===== src/rtl/arq_pkg.sv =====
package arq_pkg;
  // Control-to-datapath strobes
  typedef struct packed {
    logic rewind;  // send again from the oldest outstanding packet
    logic flush;   // drop every outstanding packet
  } ctrlStrobe_t;
endpackage


===== src/rtl/arq_tx_datapath.sv =====
module arq_tx_datapath
  import arq_pkg::*;
#(
  parameter int MAX_WIN = 8,
  parameter int DATA_W  = 8,
  parameter int SEQ_W   = 4
) (
  input  logic              clk,
  input  logic              rstN,
  input  ctrlStrobe_t       strobe,
  input  logic [SEQ_W-1:0]  cfgWindow,
  input  logic              linkUp,
  input  logic              routeOk,
  input  logic              inValid,
  input  logic [DATA_W-1:0] inData,
  output logic              inReady,
  output logic              txValid,
  input  logic              txReady,
  output logic [SEQ_W-1:0]  txSeq,
  output logic [DATA_W-1:0] txData,
  input  logic              ackValid,
  input  logic [SEQ_W-1:0]  ackSeq,
  output logic              ackGood,
  output logic [SEQ_W-1:0]  ackFreed,
  output logic [SEQ_W-1:0]  outstanding
);
  localparam int PTR_W = SEQ_W - 1;

  logic [DATA_W-1:0] slotMem [MAX_WIN];
  logic [SEQ_W-1:0]  baseSeq, nextSeq, sendSeq, count;
  logic [SEQ_W-1:0]  winLimit, ackDist, sendAdv, cntAfter;
  logic              accept, fire;

  always_comb begin
    if (cfgWindow == '0)                       winLimit = SEQ_W'(1);
    else if (cfgWindow > SEQ_W'(MAX_WIN))      winLimit = SEQ_W'(MAX_WIN);
    else                                       winLimit = cfgWindow;
  end

  assign inReady     = routeOk && (count < winLimit);
  assign accept      = inValid && inReady;
  assign txValid     = linkUp && (sendSeq != nextSeq);
  assign fire        = txValid && txReady;
  assign txSeq       = sendSeq;
  assign txData      = slotMem[sendSeq[PTR_W-1:0]];
  assign outstanding = count;

  assign ackDist  = ackSeq - baseSeq;
  assign ackGood  = ackValid && (ackDist < count);
  assign ackFreed = ackDist + SEQ_W'(1);
  assign sendAdv  = sendSeq + SEQ_W'(fire);
  assign cntAfter = strobe.flush ? '0 : (ackGood ? count - ackFreed : count);

  always_ff @(posedge clk) begin
    if (accept) slotMem[nextSeq[PTR_W-1:0]] <= inData;
  end

  always_ff @(posedge clk) begin
    if (!rstN) begin
      baseSeq <= '0;
      nextSeq <= '0;
      sendSeq <= '0;
      count   <= '0;
    end else begin
      count   <= cntAfter + SEQ_W'(accept);
      nextSeq <= nextSeq + SEQ_W'(accept);
      if (strobe.flush)  baseSeq <= nextSeq;
      else if (ackGood)  baseSeq <= ackSeq + SEQ_W'(1);
      if (strobe.flush)
        sendSeq <= nextSeq;
      else if (strobe.rewind)
        sendSeq <= baseSeq;
      else if (ackGood && ((sendAdv - baseSeq) < ackFreed))
        sendSeq <= ackSeq + SEQ_W'(1);
      else
        sendSeq <= sendAdv;
    end
  end
endmodule


===== src/rtl/arq_tx_control.sv =====
module arq_tx_control
  import arq_pkg::*;
#(
  parameter int NUM_LINKS = 4,
  parameter int LINK_W    = 3,
  parameter int SEQ_W     = 4,
  parameter int RETRY_W   = 3,
  parameter int TMR_W     = 8,
  parameter int IDX_W     = 2
) (
  input  logic                        clk,
  input  logic                        rstN,
  input  logic [RETRY_W-1:0]          cfgRetries,
  input  logic [TMR_W-1:0]            cfgTimeout,
  input  logic [NUM_LINKS*LINK_W-1:0] routeTable,
  input  logic [IDX_W:0]              routeLen,
  input  logic [LINK_W-1:0]           originLink,
  input  logic                        ackGood,
  input  logic [SEQ_W-1:0]            ackFreed,
  input  logic [SEQ_W-1:0]            outstanding,
  output ctrlStrobe_t                 strobe,
  output logic                        linkUp,
  output logic                        routeOk,
  output logic [LINK_W-1:0]           txLink,
  output logic                        doneValid,
  output logic [SEQ_W-1:0]            doneCount,
  output logic [LINK_W-1:0]           doneLink,
  output logic                        failValid,
  output logic [SEQ_W-1:0]            failCount
);
  logic [NUM_LINKS-1:0] entryUsable;
  logic [LINK_W-1:0]    entryLink [NUM_LINKS];
  logic [IDX_W-1:0]     routeIdx, firstIdx, nextIdx;
  logic                 firstOk, nextOk, timeout, idle;
  logic [TMR_W-1:0]     timer;
  logic [RETRY_W-1:0]   retryCnt;

  for (genvar g = 0; g < NUM_LINKS; g++) begin : g_entry
    assign entryLink[g]   = routeTable[g*LINK_W +: LINK_W];
    assign entryUsable[g] = ((IDX_W+1)'(g) < routeLen) && (entryLink[g] != originLink);
  end

  // lowest usable index overall, and lowest usable index after the active one
  always_comb begin
    firstOk  = 1'b0;
    firstIdx = '0;
    nextOk   = 1'b0;
    nextIdx  = '0;
    for (int j = NUM_LINKS - 1; j >= 0; j--) begin
      if (entryUsable[j]) begin
        firstOk  = 1'b1;
        firstIdx = IDX_W'(j);
        if (j > int'(routeIdx)) begin
          nextOk  = 1'b1;
          nextIdx = IDX_W'(j);
        end
      end
    end
  end

  assign idle    = (outstanding == '0);
  assign routeOk = firstOk;
  assign linkUp  = entryUsable[routeIdx];
  assign txLink  = entryLink[routeIdx];
  assign timeout = !idle && !ackGood && (timer >= cfgTimeout);

  always_comb begin
    strobe = '0;
    if (timeout) begin
      if (retryCnt < cfgRetries || nextOk) strobe.rewind = 1'b1;
      else                                 strobe.flush  = 1'b1;
    end
  end

  always_ff @(posedge clk) begin
    if (!rstN) begin
      timer     <= '0;
      retryCnt  <= '0;
      routeIdx  <= '0;
      doneValid <= 1'b0;
      doneCount <= '0;
      doneLink  <= '0;
      failValid <= 1'b0;
      failCount <= '0;
    end else begin
      if (idle || ackGood || timeout) timer <= '0;
      else                            timer <= timer + TMR_W'(1);

      if (idle || strobe.flush) begin
        routeIdx <= firstIdx;
        retryCnt <= '0;
      end else if (timeout) begin
        if (retryCnt < cfgRetries) begin
          retryCnt <= retryCnt + RETRY_W'(1);
        end else begin
          retryCnt <= '0;
          routeIdx <= nextIdx;
        end
      end else if (ackGood) begin
        retryCnt <= '0;
      end

      doneValid <= ackGood;
      doneCount <= ackGood ? ackFreed : '0;
      doneLink  <= ackGood ? txLink : '0;
      failValid <= strobe.flush;
      failCount <= strobe.flush ? outstanding : '0;
    end
  end
endmodule


===== src/rtl/arq_link_sender.sv =====
module arq_link_sender
  import arq_pkg::*;
#(
  parameter int MAX_WIN   = 8,
  parameter int DATA_W    = 8,
  parameter int NUM_LINKS = 4,
  parameter int LINK_W    = 3,
  parameter int RETRY_W   = 3,
  parameter int TMR_W     = 8,
  localparam int SEQ_W    = $clog2(MAX_WIN) + 1,
  localparam int IDX_W    = $clog2(NUM_LINKS)
) (
  input  logic                        clk,
  input  logic                        rstN,
  input  logic [SEQ_W-1:0]            cfgWindow,
  input  logic [RETRY_W-1:0]          cfgRetries,
  input  logic [TMR_W-1:0]            cfgTimeout,
  input  logic [NUM_LINKS*LINK_W-1:0] routeTable,
  input  logic [IDX_W:0]              routeLen,
  input  logic [LINK_W-1:0]           originLink,
  input  logic                        inValid,
  input  logic [DATA_W-1:0]           inData,
  output logic                        inReady,
  output logic                        txValid,
  input  logic                        txReady,
  output logic [SEQ_W-1:0]            txSeq,
  output logic [DATA_W-1:0]           txData,
  output logic [LINK_W-1:0]           txLink,
  input  logic                        ackValid,
  input  logic [SEQ_W-1:0]            ackSeq,
  output logic                        doneValid,
  output logic [SEQ_W-1:0]            doneCount,
  output logic [LINK_W-1:0]           doneLink,
  output logic                        failValid,
  output logic [SEQ_W-1:0]            failCount
);
  ctrlStrobe_t      strobe;
  logic             linkUp, routeOk, ackGood;
  logic [SEQ_W-1:0] ackFreed, outstanding;

  arq_tx_datapath #(.MAX_WIN(MAX_WIN), .DATA_W(DATA_W), .SEQ_W(SEQ_W)) u_dp (
    .clk(clk), .rstN(rstN), .strobe(strobe), .cfgWindow(cfgWindow),
    .linkUp(linkUp), .routeOk(routeOk),
    .inValid(inValid), .inData(inData), .inReady(inReady),
    .txValid(txValid), .txReady(txReady), .txSeq(txSeq), .txData(txData),
    .ackValid(ackValid), .ackSeq(ackSeq),
    .ackGood(ackGood), .ackFreed(ackFreed), .outstanding(outstanding)
  );

  arq_tx_control #(.NUM_LINKS(NUM_LINKS), .LINK_W(LINK_W), .SEQ_W(SEQ_W),
                   .RETRY_W(RETRY_W), .TMR_W(TMR_W), .IDX_W(IDX_W)) u_ctrl (
    .clk(clk), .rstN(rstN), .cfgRetries(cfgRetries), .cfgTimeout(cfgTimeout),
    .routeTable(routeTable), .routeLen(routeLen), .originLink(originLink),
    .ackGood(ackGood), .ackFreed(ackFreed), .outstanding(outstanding),
    .strobe(strobe), .linkUp(linkUp), .routeOk(routeOk), .txLink(txLink),
    .doneValid(doneValid), .doneCount(doneCount), .doneLink(doneLink),
    .failValid(failValid), .failCount(failCount)
  );
endmodule


===== config.mk =====
export PLATFORM = sky130hd
export DESIGN_NAME = arq_link_sender
export DESIGN_NICKNAME = d
export VERILOG_FILES = /design/src/rtl/arq_pkg.sv /design/src/rtl/arq_tx_datapath.sv /design/src/rtl/arq_tx_control.sv /design/src/rtl/arq_link_sender.sv
export SDC_FILE = /design/constraint.sdc
export NUM_CORES = 1
export LEC_CHECK = 0
export ABC_AREA = 1
export CORE_ASPECT_RATIO = 0.6
export CORE_MARGIN = 2
export CORE_UTILIZATION = 45
export CTS_CLUSTER_SIZE = 12
export DETAILED_ROUTE_END_ITERATION = 6
export DONT_BUFFER_PORTS = 1
export PLACE_DENSITY_LB_ADDON = 0.15
export SLEW_MARGIN = 20
export SYNTH_ARGS = -nofsm -noshare
export SYNTH_HDL_FRONTEND = slang
export SYNTH_HIERARCHICAL = 1
export SYNTH_SLANG_ARGS = --single-unit

===== constraint.sdc =====
create_clock -name clk -period 3.83 [get_ports clk]
set_clock_uncertainty 0.2 [all_clocks]
set_input_delay 0.383 -clock clk [delete_from_list [all_inputs] [get_ports clk]]
set_output_delay 0.383 -clock clk [all_outputs]
set_load 0.1 [all_outputs]

== Word-level counts from Yosys, hierarchy flattened ==
Memories as Yosys holds them, arrays and structs flattened. A register that Yosys moved wholly into a read port is not among the register bits.
Index checks and enable logic that the tools add are counted.
Storage, ports and cells
  memories kept: 1
  memory bits (writable): 64
  word-level logic and storage cells: 120
  register bits after elaboration: 42
  output and inout bits: 30
  input bits: 50
Cells by class
  eq/ne operators: 6
  order comparisons: 15
  add/sub/neg operators: 10
  reduce and logical (&&, ||, !) cells: 28
  multiplexer cells: 46
  bitwise gates (word level): 2
Memories
  u_dp.slotMem: words 8, width 8, read ports 1, clocked after Yosys merged registers in 1, write ports 1, RTL line arq_tx_datapath.sv:29  | logic [DATA_W-1:0] slotMem [MAX_WIN];
Operators with widths (number)
  $mux 4: 9
  $mux 2: 14
  $mux 3: 6
  $mux 1: 15
  $add 4x1->4: 3
  $logic_and 1x1->1: 12
  $lt 4x4->1: 3
  $ne 3x3->1: 4
  $sub 4x4->4: 3
  $add 4x1->4 const B: 2
  $add 8x1->8 const B: 1
  $ge 8x8->1: 1
  $logic_not 4->1: 2
  $bmux 3 s2: 1
  $lt 1x3->1 const A: 2
  $lt 2x3->1 const A: 2
  $reduce_and 2->1: 3
  $reduce_bool 2->1: 3
  $gt 2x2->1 const A: 2
  $gt 4x4->1 const B: 1
  $logic_or 1x1->1: 4
  $ne 4x4->1: 1
  $reduce_or 2->1: 2
  $add 3x1->3 const B: 1
  9 further kinds: 10

== Logic depth before layout (Yosys ltp) ==
Gate-level depths: netlist of run 1.
  depth in word-level cells: 14
  mapped depth: 28
  depth with buffers taken out: 28

== Modules after synthesis ==
The synthesis of run 1 kept the hierarchy.
Modules (own cells, without submodules)
  arq_tx_datapath: cells an instance 434, area an instance 4162.7 um^2, instances 1
  arq_tx_control: cells an instance 244, area an instance 1681.6 um^2, instances 1

== Worst setup path after synthesis of run 1 ==
No wires, ideal clock.
  path kind: register to register
  start point: register u_dp.sendSeq[2] (netlist: u_dp/txSeq[2])
  end point: register u_dp.sendSeq[3] (netlist: u_dp/txSeq[3])
  library setup time: 0.122 ns
  setup slack: -2.101 ns
  arrival time: 5.609 ns
  required time: 3.508 ns
  path buffers: 0
  cell stages (with the launch flop): 23
  cells stage by stage: dfxtp_1 -> clkinv_1 -> nand2_1 -> a21oi_1 -> a31oi_1 -> and2_1 -> ha_1 -> ha_1 -> xnor2_1 -> inv_1 -> ha_1 -> a21oi_1 -> o21ai_0 -> xor2_1 -> ha_1 -> a21oi_1 -> nand2_1 -> nor2_2 -> inv_1 -> nand2_1 -> nand3_1 -> o211ai_1 -> a21oi_1
Between the ends
  cells in the longest elaborated chain, start to end: 10
RTL lines
  from (decl): RTL line arq_tx_datapath.sv:30  | logic [SEQ_W-1:0] baseSeq, nextSeq, sendSeq, count;
  from (signal assigned): RTL line arq_tx_datapath.sv:70  | sendSeq <= nextSeq;
  from (signal assigned): RTL line arq_tx_datapath.sv:72  | sendSeq <= baseSeq;
  from (signal assigned): RTL line arq_tx_datapath.sv:74  | sendSeq <= ackSeq + SEQ_W'(1);
  $ne 4x4->1 (*): RTL line arq_tx_datapath.sv:42  | assign txValid = linkUp && (sendSeq != nextSeq);
  $logic_and 1x1->1 (*): RTL line arq_tx_datapath.sv:42
  net txValid: RTL line arq_link_sender.sv:24  | output logic txValid,
  $logic_and 1x1->1 (*): RTL line arq_tx_datapath.sv:43  | assign fire = txValid && txReady;
  $add 4x1->4 (*): RTL line arq_tx_datapath.sv:51  | assign sendAdv = sendSeq + SEQ_W'(fire);
  $sub 4x4->4: RTL line arq_tx_datapath.sv:73  | else if (ackGood && ((sendAdv - baseSeq) < ackFreed))
  $lt 4x4->1: RTL line arq_tx_datapath.sv:73
  $logic_and 1x1->1: RTL line arq_tx_datapath.sv:73
  $mux 4 (*): RTL line arq_tx_datapath.sv:73
  $mux 4 (*): RTL line arq_tx_datapath.sv:71  | else if (strobe.rewind)
  $mux 4 (*): RTL line arq_tx_datapath.sv:69  | if (strobe.flush)
Mark *: on every way through the listed nets, which the timed path passes. The rest lies on a longest branch.
A chain may end at the register's enable or synchronous reset.

== Worst setup path in the final report of run 1 ==
  start point: register u_ctrl.routeIdx[0]
  end point: register u_dp.sendSeq[3] (netlist: u_dp/txSeq[3])
Between the ends
  elaborated cells on any way between the ends: 24
RTL lines
  from (decl): RTL line arq_tx_control.sv:33  | logic [IDX_W-1:0] routeIdx, firstIdx, nextIdx;
  from (signal assigned): RTL line arq_tx_control.sv:90  | routeIdx <= firstIdx;
  from (signal assigned): RTL line arq_tx_control.sv:97  | routeIdx <= nextIdx;
  $bmux 1 s2 (*): RTL line arq_tx_control.sv:63  | assign linkUp = entryUsable[routeIdx];
  $mux 1 (not written as such) (*): RTL line arq_tx_control.sv:63
  net linkUp: RTL line arq_link_sender.sv:38  | logic linkUp, routeOk, ackGood;
  $logic_and 1x1->1 (*): RTL line arq_tx_datapath.sv:42
  $logic_and 1x1->1 (*): RTL line arq_tx_datapath.sv:43
  $add 4x1->4 (*): RTL line arq_tx_datapath.sv:51
  $sub 4x4->4: RTL line arq_tx_datapath.sv:73
  $lt 4x4->1: RTL line arq_tx_datapath.sv:73
  $logic_and 1x1->1: RTL line arq_tx_datapath.sv:73
  $mux 4 (*): RTL line arq_tx_datapath.sv:73
  $mux 4 (*): RTL line arq_tx_datapath.sv:71
  $mux 4 (*): RTL line arq_tx_datapath.sv:69
Mark *: on every way through the listed nets, which the timed path passes. The rest lies on a longest branch. The select of a mux whose other input is x is not followed.

==> flow_metrics.tcl, run 1 <==
set metrics [dict create \
    rrSetupSlack_ns 0.21 \
    grt_use_total_pct 20.90 \
    vias 4646 \
    ant_nets 0 \
    synth_fa_ha_area_share_pct 9.377 \
    htreeDepth 3 \
    core-area_mm2 0.01277 \
    ys_seq_area_share_pct 47.27 \
    drc_errors 0 \
    clk_pin_slew_ns 0.07 \
    synthFlopType "edfxtp_1" \
    drt_wl_total_mm 14.03 \
    firstDrtPassIters 5 \
    worst_pin_slew_ns 1.035 \
    fp-row-count 32 \
    netlist_area_mm2 0.005844 \
    async_flop_share_pct 0 \
    cts_root_buf "clkbuf_16" \
    clock_sinks 106 \
    initial_core_util_pct 45.76 \
    grt_pass1_wl_mm 22.56 \
    ys_seq_elements 106 \
    synth_nets 770 \
    clk_latency_ns 0.34 \
    crit_fanout 6 \
    period_minus_slack_ns 3.623 \
    finalCritPeriodShare_pct 94.59 \
    powerDensity_mw_per_mm2 820.8 \
    synth_top_family_by_area "simple AND/OR/NAND/NOR gates" \
    worst-endpoint-required_ns 3.86 \
    drv_cap 0 \
    grt_max_degree 35 \
    grt-ovfl-total 0 \
    fmax_mhz 276.0 \
    nNetsFinal 818 \
    rsz0062_at_grt "false" \
    area_delta_synth_final_pct 18.05 \
    cts_tree "done" \
    drt_iter0_drc 279 \
    setup.worst_path.class "flop to flop" \
    synth_compound_area_share_pct 10.43 \
    gp_congestion 0.8706 \
    final_max_slew_viol_count 0 \
    grt_pass1_vias 4502 \
    power_mw 5.663 \
    n_antenna_cell 0 \
    die_area_mm2 0.01395 \
    vias_per_cell 5.156 \
    cp-start-kind "flop" \
    io_pins 80 \
    dp_hpwl_mm 10.29 \
    antenna_found_initial 0 \
    slew_headroom_pct 30.79 \
    die_w_um 151.1 \
    syn_avg_cell_area_um2 8.620 \
    p_leak_nw 2.958 \
    synth-edff-count 64 \
    yosys.area_share.simple_pct 21.52 \
    synth.distinct_cells 42 \
    cts_buffers 9 \
    utilization_pct 54.02 \
    synthXorXnorAreaFrac_pct 3.704 \
    setup_violations 0 \
    numPortBuffers 0 \
    die_y_um 92.28 \
    syn_inst 678 \
    status "finished clean" \
    drive_above_1_share_pct 18.19 \
    hold_viol 0 \
    vdd_ir_drop_max_uv 363.9 \
    clockBufferDepth 2 \
    end_kind "flop" \
    ys.warnings.count 6 \
    wl_per_cell_um 15.57 \
    synth_mux_area_share_pct 0 \
    hold_path.class "primary input to flop" \
    arrival_ns 3.65 \
]
==> kinds of logic (layout without fill, tap and decap cells) <==
| group | Yosys count | after routing |
|---|---|---|
| AOI/OAI and AO/OA | 109 | 109 |
| xor gates and xnor gates | 23 | 23 |
| adders and majority gates | 42 | 42 |
| buffers and inverters | 117 | 170 |
| DFF | 106 | 106 |
| and+or+nand+nor | 281 | 281 |
==> flip-flops by register name, indices dropped and copies added (netlist names), 4 cells and up <==
signal            cells
u_ctrl/timer          8
u_dp/outstanding      4
u_dp/nextSeq          4
u_dp/txSeq            4
u_ctrl/doneCount      4
u_dp/slotMem         64
u_dp/baseSeq          4
u_ctrl/failCount      4
==> worst max-delay path: stages, from the launching register on <==
cell       delay, ns
dfxtp_4         0.36
nor2_1          0.13
inv_1           0.06
o2111ai_2       0.21
inv_2           0.09
a31oi_4         0.16
and2_4          0.17
ha_4            0.13
ha_4            0.12
xnor2_1         0.10
inv_1           0.09
ha_4            0.28
nand2_1         0.07
o21ai_2         0.14
xor2_1          0.17
ha_1            0.26
a21oi_1         0.12
nand2_1         0.09
nor2_4          0.14
inv_1           0.09
nand2_1         0.06
nand3_1         0.07
o211ai_1        0.09
a21oi_1         0.09
==> area by class of cell <==
type / instances / area [um^2]
tap: 170 / 212.7
fill: 1135 / 5873
sequential: 106 / 2784
clock buffer: 9 / 225.2
multi-input combinational: 455 / 2809
clock inverter: 7 / 76.32
timing repair buffer: 51 / 405.4
inverter: 103 / 386.6
==> cell usage after synthesis, types with 2 or more instances <==
cell / number / area share [%]
nand4_1: 6 / 0.64
clkinv_1: 3 / 0.19
nand2_2: 11 / 1.2
a21oi_1: 25 / 2.1
a22o_1: 2 / 0.30
fa_1: 3 / 1.0
o22ai_1: 10 / 1.1
inv_1: 96 / 6.2
clkbuf_1: 10 / 0.64
buf_2: 3 / 0.26
nand3_1: 25 / 2.1
xor2_1: 9 / 1.3
ha_1: 39 / 8.3
inv_2: 4 / 0.26
dfxtp_1: 42 / 14
and2_1: 2 / 0.21
a21o_1: 2 / 0.26
nor2_4: 2 / 0.39
edfxtp_1: 64 / 33
o21ai_1: 4 / 0.34
xnor2_1: 12 / 1.8
xnor2_2: 2 / 0.56
nand2_1: 111 / 7.1
o21ai_0: 45 / 3.9
nor2_1: 104 / 6.7
a31oi_1: 15 / 1.6
nand3_2: 11 / 1.9
nor3b_1: 2 / 0.26
==> report_power, final <==
group	switching, mW	internal, mW
Clock	0.443	0.465
Combinational	2.21	0.946
Sequential	0.233	1.36
Total	2.89	2.77
==> path summary, 6_finish.rpt <==
path | from | endpoint | depth (start not counted)
setup / recovery | u_ctrl/routeIdx[0]$_SDFFE_PN0P_ | u_dp/txSeq[3]$_SDFF_PN0_ | 23
hold / removal | routeTable[8] | u_ctrl/doneLink[2]$_SDFF_PN0_ | 2
setup reg to reg | u_ctrl/routeIdx[0]$_SDFFE_PN0P_ | u_dp/txSeq[3]$_SDFF_PN0_ | 23
hold reg to reg | u_ctrl/timer[0]$_SDFF_PP0_ | u_ctrl/timer[0]$_SDFF_PP0_ | 1
==> per-layer routing <==
layer  up-vias  wire, um  GRT usage, %  share of wire, %
met4         0        89         3.193              0.63
met1      2156      6804         30.53                49
met2       150      6071         31.67                43
met3        11      1061         5.672               7.6
li1       2329         -             -                 -
met5         -         0             0                 0
==> per-stage QoR <==
stage / TNS, ns / instances / hold slack, ns / setup slack [ns] / instance area, um^2
after floorplan: -1.604 / 678 / 0.2297 / -0.4234 / 5901
after global placement: -0.1040 / 876 / 0.2465 / -0.04393 / 6415
after detailed placement: -0.5866 / 876 / 0.2556 / -0.1794 / 6415
after CTS: 0 / 901 / 0.02453 / 0.01193 / 6815
after global routing: 0 / 901 / 0.03816 / 0.003747 / 6899
final: 0 / 901 / 0.04785 / 0.2072 / 6899
==> timing repair <==
| item | CTS | global route |
|---|---|---|
| pin swaps | 0 | 2 |
| endpoints found under the hold margin | 73 | 0 |
| buffers inserted | 0 | 0 |
| endpoints found under the setup margin | 3 | 7 |
| hold buffers | 9 | 0 |
| resized for setup | 3 | 24 |
==> placed cells by master, fill, tap and decap left out, types with 4 or more instances in the layout <==
cell / count
dfxtp_4: 5
dfxtp_1: 35
nand3_1: 25
xnor2_1: 12
nor2_1: 101
nand2_1: 108
nand4_1: 6
inv_1: 93
ha_1: 33
buf_4: 42
o21ai_1: 4
nand2_2: 14
a31oi_2: 8
edfxtp_1: 64
a31oi_1: 6
dlygate4sd3_1: 9
nand3_2: 11
inv_2: 8
clkbuf_16: 9
xor2_1: 9
o21ai_0: 44
a21oi_1: 22
ha_4: 5
o22ai_1: 10
Power figures use the tool's default switching activity.
==> inputs of run 2 (changes only) <==
Settings changed: ABC_AREA 1 to default, SLEW_MARGIN 20 to default.
==> flow_metrics.tcl, run 2 <==
set metrics [dict create \
    ant_nets 0 \
    synth_top_area_share_pct 33.79 \
    clk_latency_ns 0.34 \
    drt_wl_total_mm 13.15 \
    vdd_ir_drop_max_uv 345.2 \
    drv_cap 0 \
    cp-start-kind "flop" \
    setup.worst_path.class "flop to flop" \
    drc_errors 0 \
    dpl_cell_area_mm2 0.006198 \
    worst_pin_slew_ns 0.9869 \
    netlist_area_mm2 0.005688 \
    vias_per_cell 5.611 \
    drt_iter0_drc 307 \
    clockBufferDepth 2 \
    die_y_um 91.09 \
    cts_buffers 9 \
    p_leak_nw 2.528 \
    vias 3849 \
    syn_inst 474 \
    rsz0062_at_grt "true" \
    clk_pin_slew_ns 0.07 \
    cp_num_cells 16 \
    crit_slowest_cell "o41a_4" \
    nNetsFinal 608 \
    final_cells 686 \
    worst-endpoint-required_ns 3.86 \
    hold_viol 0 \
    setup_violations 0 \
    firstDrtPassIters 5 \
    grt_use_total_pct 19.85 \
    gp_congestion 0.8566 \
    io_pins 80 \
    fp-row-count 31 \
    antenna_found_initial 0 \
    ys_top_cells_by_area "edfxtp_1, dfxtp_1, ha_1" \
    synth_common_cells "edfxtp_1, dfxtp_1, ha_1" \
    slew_headroom_pct 34.12 \
    initial_core_util_pct 46.70 \
    ys_seq_area_share_pct 48.57 \
    ys.warnings.count 6 \
    path_cells "xor2_1 -> o41a_4 -> and2_4 -> ha_4 -> inv_2 -> ha_4 -> fa_1 -> inv_1 -> ha_1 -> a21boi_2 -> o21ai_1 -> nand2b_1 -> a211oi_4 -> buf_6 -> o21ai_1 -> a32o_1" \
    cpLargestDelayFamily "compound AO/OA/AOI/OAI gates" \
    cts_root_buf "clkbuf_16" \
    synth.distinct_cells 66 \
    end_kind "flop" \
    dp_hpwl_mm 10.01 \
    synth-edff-count 64 \
    final_cell_mix "edfxtp_1, buf_4, dfxtp_1" \
    hold_path.class "primary input to flop" \
    fmax_mhz 268.1 \
    cts_tree "done" \
    status "finished clean" \
    grt_pass1_vias 3630 \
    grt-ovfl-total 0 \
    critPathMaxStageDelay_ns 0.50 \
    syn_avg_cell_area_um2 12.00 \
    wl_per_cell_um 19.17 \
    numPortBuffers 0 \
    die_area_mm2 0.01358 \
    worst-path-buf-inv 3 \
    yosys.area.top_type "edfxtp_1" \
    drive_above_1_share_pct 25.14 \
    grt_max_degree 21 \
    final_max_slew_viol_count 0 \
    die_w_um 149.1 \
    placedCellCount 659 \
    synth_nets 566 \
    htreeDepth 3 \
    fin_area_mm2 0.006649 \
    hold_depth 1 \
    period_minus_slack_ns 3.730 \
    arrival_ns 3.76 \
    clock_sinks 106 \
    r2r_cells 16 \
    final_common_cell "edfxtp_1" \
    ys_seq_elements 106 \
    largest_register_ffs 64 \
    power_mw 5.055 \
    yosysMostFrequentCell "edfxtp_1" \
    hold_ws_ns 0.02374 \
    synthFlopType "edfxtp_1" \
    area_delta_synth_final_pct 16.89 \
    grt_pass1_wl_mm 20.36 \
    n_antenna_cell 0 \
    crit_fanout 8 \
    finalCritPeriodShare_pct 97.40 \
    async_flop_share_pct 0 \
    powerDensity_mw_per_mm2 760.2 \
    core-area_mm2 0.01218 \
]
## run 2: cell count changes after synthesis, moves of 8 or more
cell     delta
a31oi_1    -15
and2_1     +13
inv_1      -60
mux2_2      +8
mux4_2     +19
nand2_1    -94
nand2_2    -10
nand3_1    -10
nand3_2    -11
nor2_1     -68
o21ai_0    -34
o22ai_1    -10
xnor2_1    +10
## run 2: layer usage
layer,global-route usage (%),share of wire (%),up-vias
li1,-,-,1836
met1,32.21,52,1886
met2,25.84,40,121
met3,6.231,7.6,6
met4,2.937,0.42,0
met5,0,0,-
## run 2: through the flow
step | util (%) | worst slack (ns) | setup TNS [ns]
2_1_floorplan | - | -0.4502 | -1.604
3_3_place_gp | 50.89 | -0.1778 | -0.6090
3_5_place_dp | 50.89 | -0.2784 | -1.023
4_1_cts | 54.10 | 0.00005507 | 0
5_1_grt | 54.59 | -0.02114 | -0.05208
6_report | 54.59 | 0.09971 | 0
## run 2: worst reg2reg max path, stage by stage (launching register included)
cell      delay, ns
dfxtp_2        0.33
xor2_1         0.17
o41a_4         0.50
and2_4         0.16
ha_4           0.27
inv_2          0.04
ha_4           0.15
fa_1           0.49
inv_1          0.04
ha_1           0.25
a21boi_2       0.15
o21ai_1        0.12
nand2b_1       0.11
a211oi_4       0.22
buf_6          0.15
o21ai_1        0.06
a32o_1         0.21
## run 2: area by class of cell
cell class                      instances  area, um^2
Clock buffer                            9       225.2
Timing Repair Buffer                   49       397.9
Multi-Input combinational cell        314        2840
Tap cell                              165       206.4
Inverter                               36       135.1
Sequential cell                       106        2778
Clock inverter                          7       66.31
Fill cell                            1037        5530
## run 2: kinds of logic (layout without fill, tap and decap cells)
logic type	after synthesis	in the layout	share of synthesized area, %
flops	106	106	48.57
buf+inv	54	101	3.761
mux	28	28	9.283
compound gates	83	83	10.80
xor+xnor	39	39	6.797
simple gates	122	122	11.15
fa+ha+maj	42	42	9.635
## run 2: final timing paths
kind / from / to / slack [ns]
max: u_dp/nextSeq[3]$_SDFF_PN0_ / u_dp/txSeq[1]$_SDFF_PN0_ / 0.1
max reg2reg: u_dp/nextSeq[3]$_SDFF_PN0_ / u_dp/txSeq[1]$_SDFF_PN0_ / 0.1
min reg2reg: u_ctrl/timer[0]$_SDFF_PP0_ / u_ctrl/timer[0]$_SDFF_PP0_ / 0.29
min: rstN / u_dp/txSeq[1]$_SDFF_PN0_ / 0.02
## run 2: repair_timing
item,in CTS,in global routing
hold endpoints to repair,75,0
setup endpoints to repair,4,6
pin swaps,3,5
setup buffers,1,1
hold buffers,9,0
gates resized for setup,1,14
## run 2: where the power goes
group / switching (mW) / internal, mW / total [mW]
Combinational: 1.59 / 0.976 / 2.57
Clock: 0.433 / 0.459 / 0.892
Sequential: 0.260 / 1.34 / 1.60
==> inputs of run 3 (changes only) <==
Settings changed: CORE_UTILIZATION 45 to 58, CTS_BUF_LIST from default to sky130_fd_sc_hd__clkbuf_16.
==> flow_metrics.tcl, run 3 (synthesized netlist as in run 2, its figures left out) <==
set metrics [dict create \
    vdd_ir_drop_max_uv 351.8 \
    p_leak_nw 2.527 \
    cp-start-kind "flop" \
    clk_pin_slew_ns 0.07 \
    grt_use_total_pct 25.28 \
    clockBufferDepth 2 \
    final_common_cell "edfxtp_1" \
    clk_latency_ns 0.35 \
    multiInputGateArea_mm2 0.002841 \
    worst-endpoint-required_ns 3.87 \
    vias_per_cell 5.910 \
    drive_above_1_share_pct 25.29 \
    hold_viol 0 \
    period_minus_slack_ns 3.803 \
    drv_cap 0 \
    firstDrtPassIters 5 \
    n_antenna_cell 0 \
    rsz0062_at_grt "true" \
    dp_hpwl_mm 9.389 \
    clock_sinks 106 \
    nNetsFinal 609 \
    die_y_um 80.71 \
    area_delta_synth_final_pct 16.17 \
    fill_cells 660 \
    die_w_um 131.8 \
    powerDensity_mw_per_mm2 768.3 \
    path_cells "xor2_1 -> o41a_4 -> and2_4 -> ha_4 -> inv_2 -> ha_4 -> fa_1 -> inv_1 -> ha_1 -> a21boi_2 -> o21ai_1 -> nand2b_1 -> a211oi_4 -> buf_6 -> o21ai_1 -> a32o_1" \
    gp_congestion 0.8582 \
    initial_core_util_pct 60.78 \
    pre_cts_slack_ns -0.3145 \
    largest_register_ffs 64 \
    drt_wl_total_mm 12.83 \
    utilization_pct 70.61 \
    finalCritPeriodShare_pct 99.29 \
    fmax_mhz 263.0 \
    cts_root_buf "clkbuf_16" \
    hold_path.class "primary input to flop" \
    grt-ovfl-total 0 \
    cts_tree "done" \
    wl_per_cell_um 19.68 \
    fin_area_mm2 0.006608 \
    layout_setup_ws_ns 0.02731 \
    critPathMaxStageDelay_ns 0.52 \
    grt_pass1_vias 3860 \
    numPortBuffers 0 \
    vias 3853 \
    grt_pass1_wl_mm 20.31 \
    die_area_mm2 0.01064 \
    htreeDepth 3 \
    ant_nets 0 \
    seqCellArea_mm2 0.002778 \
    dpl_cell_area_mm2 0.006140 \
    setup_violations 0 \
    drc_errors 0 \
    antenna_found_initial 0 \
    final_max_slew_viol_count 0 \
    setup.worst_path.class "flop to flop" \
    final_cell_mix "edfxtp_1, buf_4, dfxtp_1" \
    fin_tns_setup_ns 0 \
    end_kind "flop" \
    slew_headroom_pct 35.60 \
    fp-row-count 27 \
    worst_pin_slew_ns 0.9646 \
    drt_iter0_drc 284 \
    core-area_mm2 0.009358 \
    arrival_ns 3.84 \
    crit_slowest_cell "o41a_4" \
    power_mw 5.076 \
    grt_max_degree 20 \
    io_pins 80 \
    crit_fanout 7 \
    cts_buffers 9 \
    status "finished clean" \
]
## run 3: repair_timing
action / in CTS / in global routing
endpoints found under the setup margin: 4 / 5
hold buffers: 9 / 1
pin swaps: 3 / 9
setup buffers: 4 / 1
hold endpoints to repair: 74 / 1
gates resized for setup: 3 / 11
## run 3: metrics by stage
stage	hold slack (ns)	cells
finish	0.01330	652
CTS	0.001937	651
global placement	0.2528	622
global route	0.001748	652
floorplan	0.2297	474
detailed placement	0.2612	622
## run 3: cell type report
cell class / count / share of cell area, %
Multi-Input combinational cell: 314 / 43.00
Sequential cell: 106 / 42.04
Tap cell: 130 / 2.462
Clock buffer: 9 / 3.408
Inverter: 36 / 2.045
Clock inverter: 7 / 0.9279
Timing Repair Buffer: 50 / 6.116
## run 3: final timing paths
| kind | start | to | slack [ns] | depth (start not counted) |
|---|---|---|---|---|
| max | u_dp/txSeq[3]$_SDFF_PN0_ | u_dp/txSeq[1]$_SDFF_PN0_ | 0.03 | 16 |
| min | rstN | u_dp/txSeq[1]$_SDFF_PN0_ | 0.01 | 1 |
| max reg2reg | u_dp/txSeq[3]$_SDFF_PN0_ | u_dp/txSeq[1]$_SDFF_PN0_ | 0.03 | 16 |
| min reg2reg | u_ctrl/timer[0]$_SDFF_PP0_ | u_ctrl/timer[0]$_SDFF_PP0_ | 0.27 | 1 |
## run 3: routing by layer
layer | share of wire, % | global-route usage, % | vias to the layer above
li1 | - | - | 1830
met1 | 47 | 37.16 | 1844
met2 | 43 | 37.64 | 174
met3 | 9.7 | 8.144 | 5
met4 | 0.37 | 3.913 | 0
met5 | 0 | 0 | -
## run 3: critical path: cells and delay by family (launching register included)
kind | cells | cell delay [ns]
AO/OA/AOI/OAI | 6 | 1.32
XOR/XNOR | 1 | 0.15
adder cells (fa/ha/maj) | 4 | 1.16
buffers and inverters | 3 | 0.25
flip-flops | 1 | 0.34
AND/OR/NAND/NOR | 2 | 0.29
## run 3: power by group
group          switching (mW)  internal (mW)
clock network           0.429          0.454
logic                    1.60          0.998
registers               0.255           1.34
total                    2.29           2.79
